[src/rtl/fll_trim_pkg.sv]
package fll_trim_pkg;

   typedef enum logic [1:0] {
      DIR_HOLD = 2'd0,
      DIR_UP   = 2'd1,
      DIR_DOWN = 2'd2
   } fll_dir_e;

   localparam int DITHER_BITREV = 0;
   localparam int DITHER_ACCUM  = 1;

endpackage

[src/rtl/fll_period_counter.sv]
module fll_period_counter
   import fll_trim_pkg::*;
#(
   parameter int CNT_W = 10
) (
   input  logic             clk,
   input  logic             rst_n,
   input  logic             run_i,
   input  logic             ref_tick_i,
   input  logic             osc_tick_i,
   input  logic [CNT_W-1:0] target_i,
   output logic             step_o,
   output fll_dir_e         dir_o
);

   localparam logic [CNT_W-1:0] CNT_MAX = '1;

   logic [CNT_W-1:0] cnt_q;

   // Cycle counter: held clear while idle, restarted on each reference tick,
   // saturating so that a runaway oscillator still reads as "too fast".
   always_ff @(posedge clk or negedge rst_n) begin
      if (!rst_n) begin
         cnt_q <= '0;
      end else if (!run_i) begin
         cnt_q <= '0;
      end else if (ref_tick_i) begin
         cnt_q <= osc_tick_i ? CNT_W'(1) : '0;
      end else if (osc_tick_i && (cnt_q != CNT_MAX)) begin
         cnt_q <= cnt_q + 1'b1;
      end
   end

   always_comb begin
      if (cnt_q < target_i) begin
         dir_o = DIR_UP;
      end else if (cnt_q > target_i) begin
         dir_o = DIR_DOWN;
      end else begin
         dir_o = DIR_HOLD;
      end
   end

   assign step_o = run_i & ref_tick_i;

   AST_CNT_RESTART: assert property (@(posedge clk) disable iff (!rst_n)
      (run_i && ref_tick_i) |=> (cnt_q <= CNT_W'(1)));

endmodule

[src/rtl/fll_code_stepper.sv]
module fll_code_stepper
   import fll_trim_pkg::*;
#(
   parameter int TAP_W   = 5,
   parameter int MOD_W   = 5,
   parameter int RST_TAP = 16,
   parameter int RST_MOD = 0
) (
   input  logic             clk,
   input  logic             rst_n,
   input  logic             run_i,
   input  logic             step_i,
   input  fll_dir_e         dir_i,
   input  logic             host_wr_i,
   input  logic [TAP_W-1:0] host_tap_i,
   input  logic [MOD_W-1:0] host_mod_i,
   output logic [TAP_W-1:0] tap_o,
   output logic [MOD_W-1:0] mod_o
);

   localparam int               CODE_W   = TAP_W + MOD_W;
   localparam logic [CODE_W-1:0] CODE_MAX = '1;
   localparam logic [CODE_W-1:0] CODE_MIN = '0;
   localparam logic [CODE_W-1:0] CODE_RST = {TAP_W'(RST_TAP), MOD_W'(RST_MOD)};

   // One counter spans both fields, so carry and borrow between modulation
   // and tap happen in a single adder and can never be split.
   logic [CODE_W-1:0] code_q;
   logic [CODE_W-1:0] code_d;

   always_comb begin
      code_d = code_q;
      if (run_i) begin
         if (step_i) begin
            unique case (dir_i)
               DIR_UP:   if (code_q != CODE_MAX) code_d = code_q + 1'b1;
               DIR_DOWN: if (code_q != CODE_MIN) code_d = code_q - 1'b1;
               default:  code_d = code_q;
            endcase
         end
      end else if (host_wr_i) begin
         code_d = {host_tap_i, host_mod_i};
      end
   end

   always_ff @(posedge clk or negedge rst_n) begin
      if (!rst_n) begin
         code_q <= CODE_RST;
      end else begin
         code_q <= code_d;
      end
   end

   assign tap_o = code_q[CODE_W-1:MOD_W];
   assign mod_o = code_q[MOD_W-1:0];

   AST_CARRY_CLEAN: assert property (@(posedge clk) disable iff (!rst_n)
      ($past(run_i) && (tap_o != $past(tap_o))) |->
         (((tap_o == $past(tap_o) + 1'b1) && (mod_o == '0)) ||
          ((tap_o == $past(tap_o) - 1'b1) && (mod_o == '1))));

   AST_SAT_TOP: assert property (@(posedge clk) disable iff (!rst_n)
      (run_i && step_i && (dir_i == DIR_UP) && (code_q == CODE_MAX))
         |=> (code_q == CODE_MAX));

   AST_SAT_BOTTOM: assert property (@(posedge clk) disable iff (!rst_n)
      (run_i && step_i && (dir_i == DIR_DOWN) && (code_q == CODE_MIN))
         |=> (code_q == CODE_MIN));

   AST_IDLE_FREEZE: assert property (@(posedge clk) disable iff (!rst_n)
      (!run_i && !host_wr_i) |=> $stable(code_q));

   AST_RUN_IGNORES_HOST: assert property (@(posedge clk) disable iff (!rst_n)
      (run_i && !step_i) |=> $stable(code_q));

endmodule

[src/rtl/fll_mod_dither.sv]
module fll_mod_dither
   import fll_trim_pkg::*;
#(
   parameter int MOD_W = 5,
   parameter int MODE  = DITHER_BITREV
) (
   input  logic             clk,
   input  logic             rst_n,
   input  logic             osc_tick_i,
   input  logic [MOD_W-1:0] mod_i,
   input  logic             tap_top_i,
   output logic             sel_o
);

   logic raw_sel;

   generate
      if (MODE == DITHER_BITREV) begin : g_bitrev
         // Frame position read bit-reversed: comparing it with the code
         // spreads the selected cycles across the whole frame.
         logic [MOD_W-1:0] pos_q;
         logic [MOD_W-1:0] pos_rev;

         always_ff @(posedge clk or negedge rst_n) begin
            if (!rst_n) begin
               pos_q <= '0;
            end else if (osc_tick_i) begin
               pos_q <= pos_q + 1'b1;
            end
         end

         always_comb begin
            for (int i = 0; i < MOD_W; i++) begin
               pos_rev[i] = pos_q[MOD_W-1-i];
            end
         end

         assign raw_sel = (pos_rev < mod_i);
      end else begin : g_accum
         // First-order accumulator: the carry out marks a cycle on the next tap.
         logic [MOD_W-1:0] acc_q;
         logic [MOD_W:0]   acc_sum;

         assign acc_sum = {1'b0, acc_q} + {1'b0, mod_i};

         always_ff @(posedge clk or negedge rst_n) begin
            if (!rst_n) begin
               acc_q <= '0;
            end else if (osc_tick_i) begin
               acc_q <= acc_sum[MOD_W-1:0];
            end
         end

         assign raw_sel = acc_sum[MOD_W];
      end
   endgenerate

   assign sel_o = raw_sel & ~tap_top_i;

endmodule

[src/rtl/fll_trim_core.sv]
module fll_trim_core
   import fll_trim_pkg::*;
#(
   parameter int TAP_W       = 5,
   parameter int MOD_W       = 5,
   parameter int CNT_W       = 10,
   parameter int RST_TAP     = 16,
   parameter int RST_MOD     = 0,
   parameter int DITHER_MODE = DITHER_BITREV
) (
   input  logic             clk,
   input  logic             rst_n,
   input  logic             loop_en,
   input  logic             ref_tick,
   input  logic             osc_tick,
   input  logic [CNT_W-1:0] target,
   input  logic             host_wr,
   input  logic [TAP_W-1:0] host_tap,
   input  logic [MOD_W-1:0] host_mod,
   output logic [TAP_W-1:0] tap_code,
   output logic [MOD_W-1:0] mod_code,
   output logic             tap_up_sel
);

   localparam logic [TAP_W-1:0] TAP_TOP = '1;

   if (TAP_W < 1 || TAP_W > 16) begin : g_bad_tap_w
      $error("fll_trim_core: TAP_W out of range");
   end
   if (MOD_W < 1 || MOD_W > 16) begin : g_bad_mod_w
      $error("fll_trim_core: MOD_W out of range");
   end
   if (CNT_W < 2 || CNT_W > 24) begin : g_bad_cnt_w
      $error("fll_trim_core: CNT_W out of range");
   end
   if (RST_TAP < 0 || RST_TAP >= (1 << TAP_W)) begin : g_bad_rst_tap
      $error("fll_trim_core: RST_TAP does not fit TAP_W");
   end
   if (RST_MOD < 0 || RST_MOD >= (1 << MOD_W)) begin : g_bad_rst_mod
      $error("fll_trim_core: RST_MOD does not fit MOD_W");
   end
   if (DITHER_MODE != DITHER_BITREV && DITHER_MODE != DITHER_ACCUM) begin : g_bad_mode
      $error("fll_trim_core: unknown DITHER_MODE");
   end

   logic     step;
   fll_dir_e dir;

   fll_period_counter #(
      .CNT_W (CNT_W)
   ) u_count (
      .clk        (clk),
      .rst_n      (rst_n),
      .run_i      (loop_en),
      .ref_tick_i (ref_tick),
      .osc_tick_i (osc_tick),
      .target_i   (target),
      .step_o     (step),
      .dir_o      (dir)
   );

   fll_code_stepper #(
      .TAP_W   (TAP_W),
      .MOD_W   (MOD_W),
      .RST_TAP (RST_TAP),
      .RST_MOD (RST_MOD)
   ) u_step (
      .clk        (clk),
      .rst_n      (rst_n),
      .run_i      (loop_en),
      .step_i     (step),
      .dir_i      (dir),
      .host_wr_i  (host_wr),
      .host_tap_i (host_tap),
      .host_mod_i (host_mod),
      .tap_o      (tap_code),
      .mod_o      (mod_code)
   );

   fll_mod_dither #(
      .MOD_W (MOD_W),
      .MODE  (DITHER_MODE)
   ) u_dith (
      .clk        (clk),
      .rst_n      (rst_n),
      .osc_tick_i (osc_tick),
      .mod_i      (mod_code),
      .tap_top_i  (tap_code == TAP_TOP),
      .sel_o      (tap_up_sel)
   );

   AST_TOP_NO_SEL: assert property (@(posedge clk) disable iff (!rst_n)
      (tap_code == TAP_TOP) |-> !tap_up_sel);

   AST_ZERO_MOD_NO_SEL: assert property (@(posedge clk) disable iff (!rst_n)
      (mod_code == '0) |-> !tap_up_sel);

endmodule

[config.mk]
export PLATFORM = sky130hd
export DESIGN_NAME = fll_trim_core
export DESIGN_NICKNAME = d
export VERILOG_FILES = /design/src/rtl/fll_trim_pkg.sv /design/src/rtl/fll_period_counter.sv /design/src/rtl/fll_code_stepper.sv /design/src/rtl/fll_mod_dither.sv /design/src/rtl/fll_trim_core.sv
export SDC_FILE = /design/constraint.sdc
export NUM_CORES = 1
export LEC_CHECK = 0
export BUFFER_PORTS_ARGS = -buffer_cell sky130_fd_sc_hd__buf_2
export CORE_MARGIN = 1
export CORE_UTILIZATION = 51
export CTS_BUF_LIST = sky130_fd_sc_hd__clkbuf_16
export DETAILED_ROUTE_END_ITERATION = 16
export GPL_TIMING_DRIVEN = 0
export MAX_ROUTING_LAYER = met4
export PLACE_DENSITY = 0.76
export SKIP_CTS_REPAIR_TIMING = 1
export SLEW_MARGIN = 20
export SYNTH_ARGS = -nofsm -noshare
export SYNTH_HDL_FRONTEND = slang
export SYNTH_HIERARCHICAL = 1
export SYNTH_SLANG_ARGS = --single-unit
[constraint.sdc]
create_clock -name clk -period 3.02 [get_ports clk]
set_input_delay 0.604 -clock clk [delete_from_list [all_inputs] [get_ports clk]]
set_output_delay 0.604 -clock clk [all_outputs]
set_load 0.02 [all_outputs]
==> results of run 1 <==
==> per-stage QoR <==
step	setup slack, ns	power [mW]	TNS (ns)
final	0.0718	1.27	0
after global routing	-0.0773	1.37	-0.215
after floorplan	0.00141	0.811	0
after global placement	-0.398	0.928	-1.66
after CTS	-0.264	1.27	-0.747
after detailed placement	-0.482	0.948	-2.10
==> registers in the layout (all words and copies together), names as in the netlist <==
signal,cells
u_dith/g_bitrev.pos_q,5
u_step/code_q,10
u_count/cnt_q,10
==> cell families (layout without fill, tap and decap cells) <==
kind of cell | count (synthesis) | in the layout | synth area share [%]
fa+ha+maj | 17 | 17 | 9.46
compound gates | 51 | 51 | 18.8
simple gates | 118 | 118 | 33.3
mux | 2 | 2 | 0.946
flops | 25 | 25 | 27.9
xor+xnor | 8 | 8 | 3.12
buf+inv | 31 | 82 | 6.51
==> worst max path at each step <==
stage | startpoint | to | slack, ns | depth (start not counted)
floorplan | target[1] | u_step/code_q[4] | 0.001 | 13
global placement | target[9] | u_step/code_q[4] | -0.40 | 14
detailed placement | target[9] | u_step/code_q[4] | -0.48 | 15
CTS | u_count/cnt_q[5] | u_step/code_q[4] | -0.26 | 13
global route | u_count/cnt_q[9] | u_step/code_q[4] | -0.08 | 13
finish | u_count/cnt_q[9] | u_step/code_q[8] | 0.07 | 13
==> layer usage <==
metal  GRT usage (%)  wire length [um]
met3            3.50               332
met1            34.9              2570
met2            41.1              2590
met4            6.25                51
met5               -                 0
==> power by group through the flow <==
stage	Combinational (mW)	Sequential, mW	Clock [mW]
finish	0.475	0.480	0.315
floorplan	0.315	0.496	0
CTS	0.464	0.481	0.324
detailed placement	0.461	0.488	0
global placement	0.444	0.484	0
global route	0.535	0.493	0.344
==> area by class of cell <==
cell class              count  area [sq um]
multi-input cells         196          1570
fillers                   342          1350
flip-flops and latches     25           634
repair buffers             47           263
plain buffers              14          82.6
clock buffers               3          75.1
inverters                  17          63.8
well taps                  50          62.6
clock inverters             1          8.76
==> worst max-delay path, stage by stage, from the launching register on <==
cell and delay, ns:
dfrtp_2 0.43, ha_1 0.32, nand4_1 0.19, nor2_4 0.20, a221oi_4 0.12, a31oi_4 0.25
nand2b_4 0.09, xnor2_2 0.14, ha_2 0.21, buf_4 0.15, nor4_4 0.33, a21oi_1 0.13
nor3_2 0.21, nor3_2 0.07
==> placed cells by master, fill, tap and decap left out, types with 4 or more instances in the layout <==
| master | count |
|---|---|
| ha_1 | 14 |
| buf_2 | 42 |
| inv_1 | 17 |
| nand3_1 | 12 |
| nand2_1 | 19 |
| o221ai_1 | 4 |
| dfrtp_1 | 18 |
| and2_1 | 4 |
| nand3b_1 | 5 |
| a21oi_1 | 10 |
| buf_4 | 12 |
| nor3_2 | 7 |
| nor3_1 | 9 |
| a32oi_1 | 4 |
| o21ai_1 | 4 |
| clkbuf_1 | 4 |
| nand2b_1 | 6 |
| xnor2_1 | 4 |
| nor2_1 | 13 |
| nand4_1 | 11 |
| nor2b_1 | 6 |
| dfrtp_2 | 6 |
==> results.yml, run 1 <==
status:
  status: "completed"
yosys:
  synth_area_leaders: "dfrtp_1, ha_1, nand2_1"
  syn_nets: 295
  synth_edf_count: 0
  synth_area_sq_um: 2250
  synth-main-ff-cell: "dfrtp_1"
  synth_seq_cells: 25
  ys_seq_area_share_pct: 27.9
  synth_largest_area_cell: "dfrtp_1"
  yosysMostFrequentCell: "dfrtp_1"
  synth_area_per_cell_sq_um: 8.92
  syn-instance-count: 252
  synth_top_area_share_pct: 26.7
  synth-warning-count: 6
  synth.top_cells.by_count: "dfrtp_1, nand2_1, ha_1, inv_1, nor2_1"
  ys_types: 66
  async_reset_ff_share_pct: 100
worst_setup_path:
  critPathRequiredTime_ns: 3.17
  critPathLaunchType: "register"
  crit_fanout: 4
  ff2ff_path_depth: 13
  endpoint_kind: "register"
  rrSetupSlack_ns: 0.07
  worstPathArrival_ns: 3.10
  r2r-end: "u_step/code_q[8]"
  rr_startpoint: "u_count/cnt_q[9]"
  critPathKind: "register to register"
timing:
  relSlewSlack_pct: 60.5
  tightest_slew_ns: 0.592
  setup_viol: 0
  fin_crit_sh_pct: 97.6
  period_minus_slack_ns: 2.95
  fmax_mhz: 339
  fin_hold_ws_ns: 0.340
  finalHoldViolCount: 0
  drv_slew: 0
  skew_ns: 0.00507
floorplanning:
  initial_core_util_pct: 54.6
  ioPinCount: 37
  dieWidth_um: 68.4
  dieArea_sq_um: 4680
  core_area_sq_um: 4120
  dieHeight_um: 68.4
  rows: 23
place:
  portBuffers: 36
  gp_congestion: 0.860
  dp_hpwl_um: 3920
  placed_cells: 338
  dpl-instance-area_sq_um: 2500
global_route:
  antenna_found_initial: 0
  gr-total-overflow: 0
  grt_pass1_wl_um: 8940
  grt_pass1_vias: 1908
  grt.total_usage_pct: 26.0
  grt_max_degree: 26
power:
  pwr-share-comb_pct: 37.4
  internal-power_mw: 0.792
  power_switching_mw: 0.478
  swShare_pct: 37.6
  ir_drop_mv: 0.228
  clockPowerShare_pct: 24.8
  p_leak_nw: 1.21
  seqPwrFrac_pct: 37.8
  p_per_area_nw_per_um2: 459
routing:
  drt_wl_total_um: 5540
  dr.pass1.iters: 4
  drt-wirelength-per-cell_um: 15.7
  drc: 0
  vias_per_cell: 6.12
  drtIter0Drc: 225
  drtAntennaViolNets: 0
  vias: 2159
clock_network:
  clk_path_buf_depth: 2
  cts_buffers: 3
  cts_tree: "built"
  root_buffer: "clkbuf_16"
  htreeDepth: 1
  insertion_delay_ns: 0.26
  cts_sinks: 25
  clk_pin_slew_ns: 0.07
final_layout:
  fin_util_pct: 67.2
  drive_gt1_share_pct: 33.0
  nets: 347
  syn2layout_area_growth_pct: 22.9
  antenna_cells: 0
  fin_area_sq_um: 2760
  stdcell_count: 353
worst_hold_path:
  min_path_type: "primary input to async pin"
job:
  cap_violations: 0
Power figures use the tool's default switching activity.
==> run 2, diff against run 1 <==
--- a/config.mk
+++ b/config.mk
@@ -7,7 +7,7 @@
 export LEC_CHECK = 0
 export BUFFER_PORTS_ARGS = -buffer_cell sky130_fd_sc_hd__buf_2
 export CORE_MARGIN = 1
-export CORE_UTILIZATION = 51
+export CORE_UTILIZATION = 50
 export CTS_BUF_LIST = sky130_fd_sc_hd__clkbuf_16
 export DETAILED_ROUTE_END_ITERATION = 16
 export GPL_TIMING_DRIVEN = 0
@@ -17,5 +17,4 @@
 export SLEW_MARGIN = 20
 export SYNTH_ARGS = -nofsm -noshare
 export SYNTH_HDL_FRONTEND = slang
-export SYNTH_HIERARCHICAL = 1
 export SYNTH_SLANG_ARGS = --single-unit
==> run 2 against run 1 <==
  * The run now ends with setup timing left
  * Fmax is 6.5% lower
  * Non-clock buffer count is 14 lower
  * First-iteration DRC count fell by 80%
  * Clock power is 9.2% lower
  * Final cell count decreased by 12%
  * Sequential share of layout area is 2.1 points higher
  * Clock skew up 0.00075 ns
  * Largest cell class unchanged
==> results.yml, run 2 <==
status:
  status: "finished, violations left"
  violations: "setup timing"
floorplanning:
  dieHeight_um: 65.2
  dieArea_sq_um: 4250
  initial_core_util_pct: 53.4
  rows: 22
  dieWidth_um: 65.2
  ioPinCount: 37
  core_area_sq_um: 3740
final_layout:
  antenna_cells: 0
  drive_gt1_share_pct: 29.2
  final_common_cell: "buf_2"
  final_cell_mix: "buf_2, inv_1, dfrtp_1"
  syn2layout_area_growth_pct: 26.0
  nets: 316
  reg_top3: "u_count.cnt_q: 10 flops, u_step.code_q: 10 flops, u_dith.g_bitrev.pos_q: 5 flops"
  fill_cells: 311
place:
  dp_hpwl_um: 3340
  portBuffers: 35
  gp_congestion: 0.844
timing:
  relSlewSlack_pct: 62.1
  rsz0062_at_grt: "true"
  drv_slew: 0
  fmax_mhz: 317
  finalHoldViolCount: 0
  setup_viol: 3
  skew_ns: 0.00582
  setup_ws_ns: -0.133
  fin_hold_ws_ns: 0.337
  period_minus_slack_ns: 3.15
  fin_crit_sh_pct: 104
  tightest_slew_ns: 0.568
yosys:
  synth_area_leaders: "dfrtp_1, ha_1, xnor2_1"
  synth_largest_area_cell: "dfrtp_1"
  synth_area_sq_um: 2000
  ys_seq_area_share_pct: 31.4
  synth_area_per_cell_sq_um: 9.21
  syn_nets: 268
  async_reset_ff_share_pct: 100
  synth_seq_cells: 25
  synth-warning-count: 0
  synth_top_area_share_pct: 30.1
  synth_edf_count: 0
  synth.top_cells.by_count: "dfrtp_1, ha_1, inv_1, nor2_1, nand2_1"
  syn-instance-count: 217
  synth-main-ff-cell: "dfrtp_1"
  ys_types: 45
global_route:
  grt_pass1_wl_um: 7600
  gr-total-overflow: 0
  grt_pass1_vias: 1676
  antenna_found_initial: 0
  grt_max_degree: 26
  grt.total_usage_pct: 23.7
power:
  seqPwrFrac_pct: 40.1
  power_switching_mw: 0.456
  pwr-share-comb_pct: 37.1
  clockPowerShare_pct: 22.8
  p_leak_nw: 1.22
  ir_drop_mv: 0.424
  power_mw: 1.26
  internal-power_mw: 0.799
  swShare_pct: 36.3
  p_per_area_nw_per_um2: 498
worst_setup_path:
  worstPathArrival_ns: 3.34
  critPathRequiredTime_ns: 3.21
  endpoint_kind: "register"
  rrSetupSlack_ns: -0.13
  cp_slowest_cell: "dfrtp_2"
  critPathKind: "register to register"
  critPathMaxStageDelay_ns: 0.46
  crit_fanout: 8
  path_cells: "ha_4 -> and4_4 -> o211ai_1 -> o211ai_1 -> and2_4 -> buf_6 -> ha_4 -> and2_1 -> o2111a_1 -> a21oi_2 -> a21oi_2 -> xnor2_1 -> a221o_1 -> a31oi_1"
  r2r-end: "u_step.code_q[9]"
  ff2ff_path_depth: 14
  rr_startpoint: "u_count.cnt_q[8]"
  critPathLaunchType: "register"
  critPathLaunch: "u_count.cnt_q[8]"
  endpoint: "u_step.code_q[9]"
clock_network:
  cts_tree: "built"
  cts_buffers: 3
  clk_pin_slew_ns: 0.06
  insertion_delay_ns: 0.26
  clk_path_buf_depth: 2
  htreeDepth: 1
  cts_sinks: 25
  root_buffer: "clkbuf_16"
worst_hold_path:
  min_path_type: "primary input to async pin"
routing:
  dr.pass1.iters: 4
  drt_wl_total_um: 4690
  vias: 1765
  drc: 0
  drt-wirelength-per-cell_um: 15.0
  drtIter0Drc: 44
  vias_per_cell: 5.66
  drtAntennaViolNets: 0
job:
  cap_violations: 0
run 2: logic make-up after synthesis:
family | share of synthesized area (%)
muxes | 5.20
AOI/OAI and AO/OA | 17.8
DFF | 31.4
xor gates and xnor gates | 8.33
adders and majority gates | 16.0
buffers and inverters | 5.32
and+or+nand+nor | 16.0
run 2: worst min path at each step:
| stage | from | endpoint | slack, ns | depth (start not counted) |
|---|---|---|---|---|
| finish | rst_n | u_count.cnt_q[7] | 0.34 | 1 |
| global route | rst_n | u_count.cnt_q[6] | 0.38 | 1 |
| detailed placement | u_dith.g_bitrev.pos_q[4] | u_dith.g_bitrev.pos_q[4] | 0.46 | 1 |
| floorplan | rst_n | u_count.cnt_q[0] | 0.31 | 0 |
| global placement | u_dith.g_bitrev.pos_q[4] | u_dith.g_bitrev.pos_q[4] | 0.46 | 1 |
| CTS | rst_n | u_count.cnt_q[6] | 0.36 | 1 |
run 2: worst max-delay path, delay by kind of cell (launching register included):
family | cells | cell delay [ns]
buffers and inverters | 1 | 0.14
and+or+nand+nor | 3 | 0.67
DFF | 1 | 0.46
AOI/OAI and AO/OA | 7 | 1.15
adders and majority gates | 2 | 0.50
xor gates and xnor gates | 1 | 0.15
run 2: routing by layer:
layer	global-route usage, %	part of all wire [%]	up-vias
met2	40.5	50	44
met5	-	0	-
met4	6.79	1.5	0
met1	29.5	45	837
li1	-	-	878
met3	2.78	3.3	6
run 2: cell type report:
type	instances	area [sq um]	area share, %
Multi-Input combinational cell	164	1400	55.7
Timing Repair Buffer	43	239	9.49
Clock inverter	1	3.75	0.149
Inverter	24	90.1	3.58
Tap cell	48	60.1	2.38
Clock buffer	3	75.1	2.98
Buffer	4	16.3	0.646
Sequential cell	25	632	25.1
run 2: through the flow:
stage / area, sq um / util, % / TNS [ns] / setup slack [ns] / instances
final: 2520 / 67.3 / -0.349 / -0.133 / 312
after global placement: 2250 / 60.2 / -1.58 / -0.399 / 300
after global routing: 2520 / 67.3 / -0.947 / -0.289 / 312
after detailed placement: 2250 / 60.2 / -1.79 / -0.421 / 300
after CTS: 2330 / 62.3 / -0.405 / -0.174 / 304
after floorplan: 2020 / - / -0.184 / -0.0682 / 217
run 2: power by group through the flow:
stage	logic, mW	registers, mW	clock network (mW)
6_report	0.465	0.504	0.286
2_1_floorplan	0.288	0.518	0
3_5_place_dp	0.444	0.501	0
4_1_cts	0.444	0.499	0.294
5_1_grt	0.528	0.513	0.315
3_3_place_gp	0.430	0.502	0
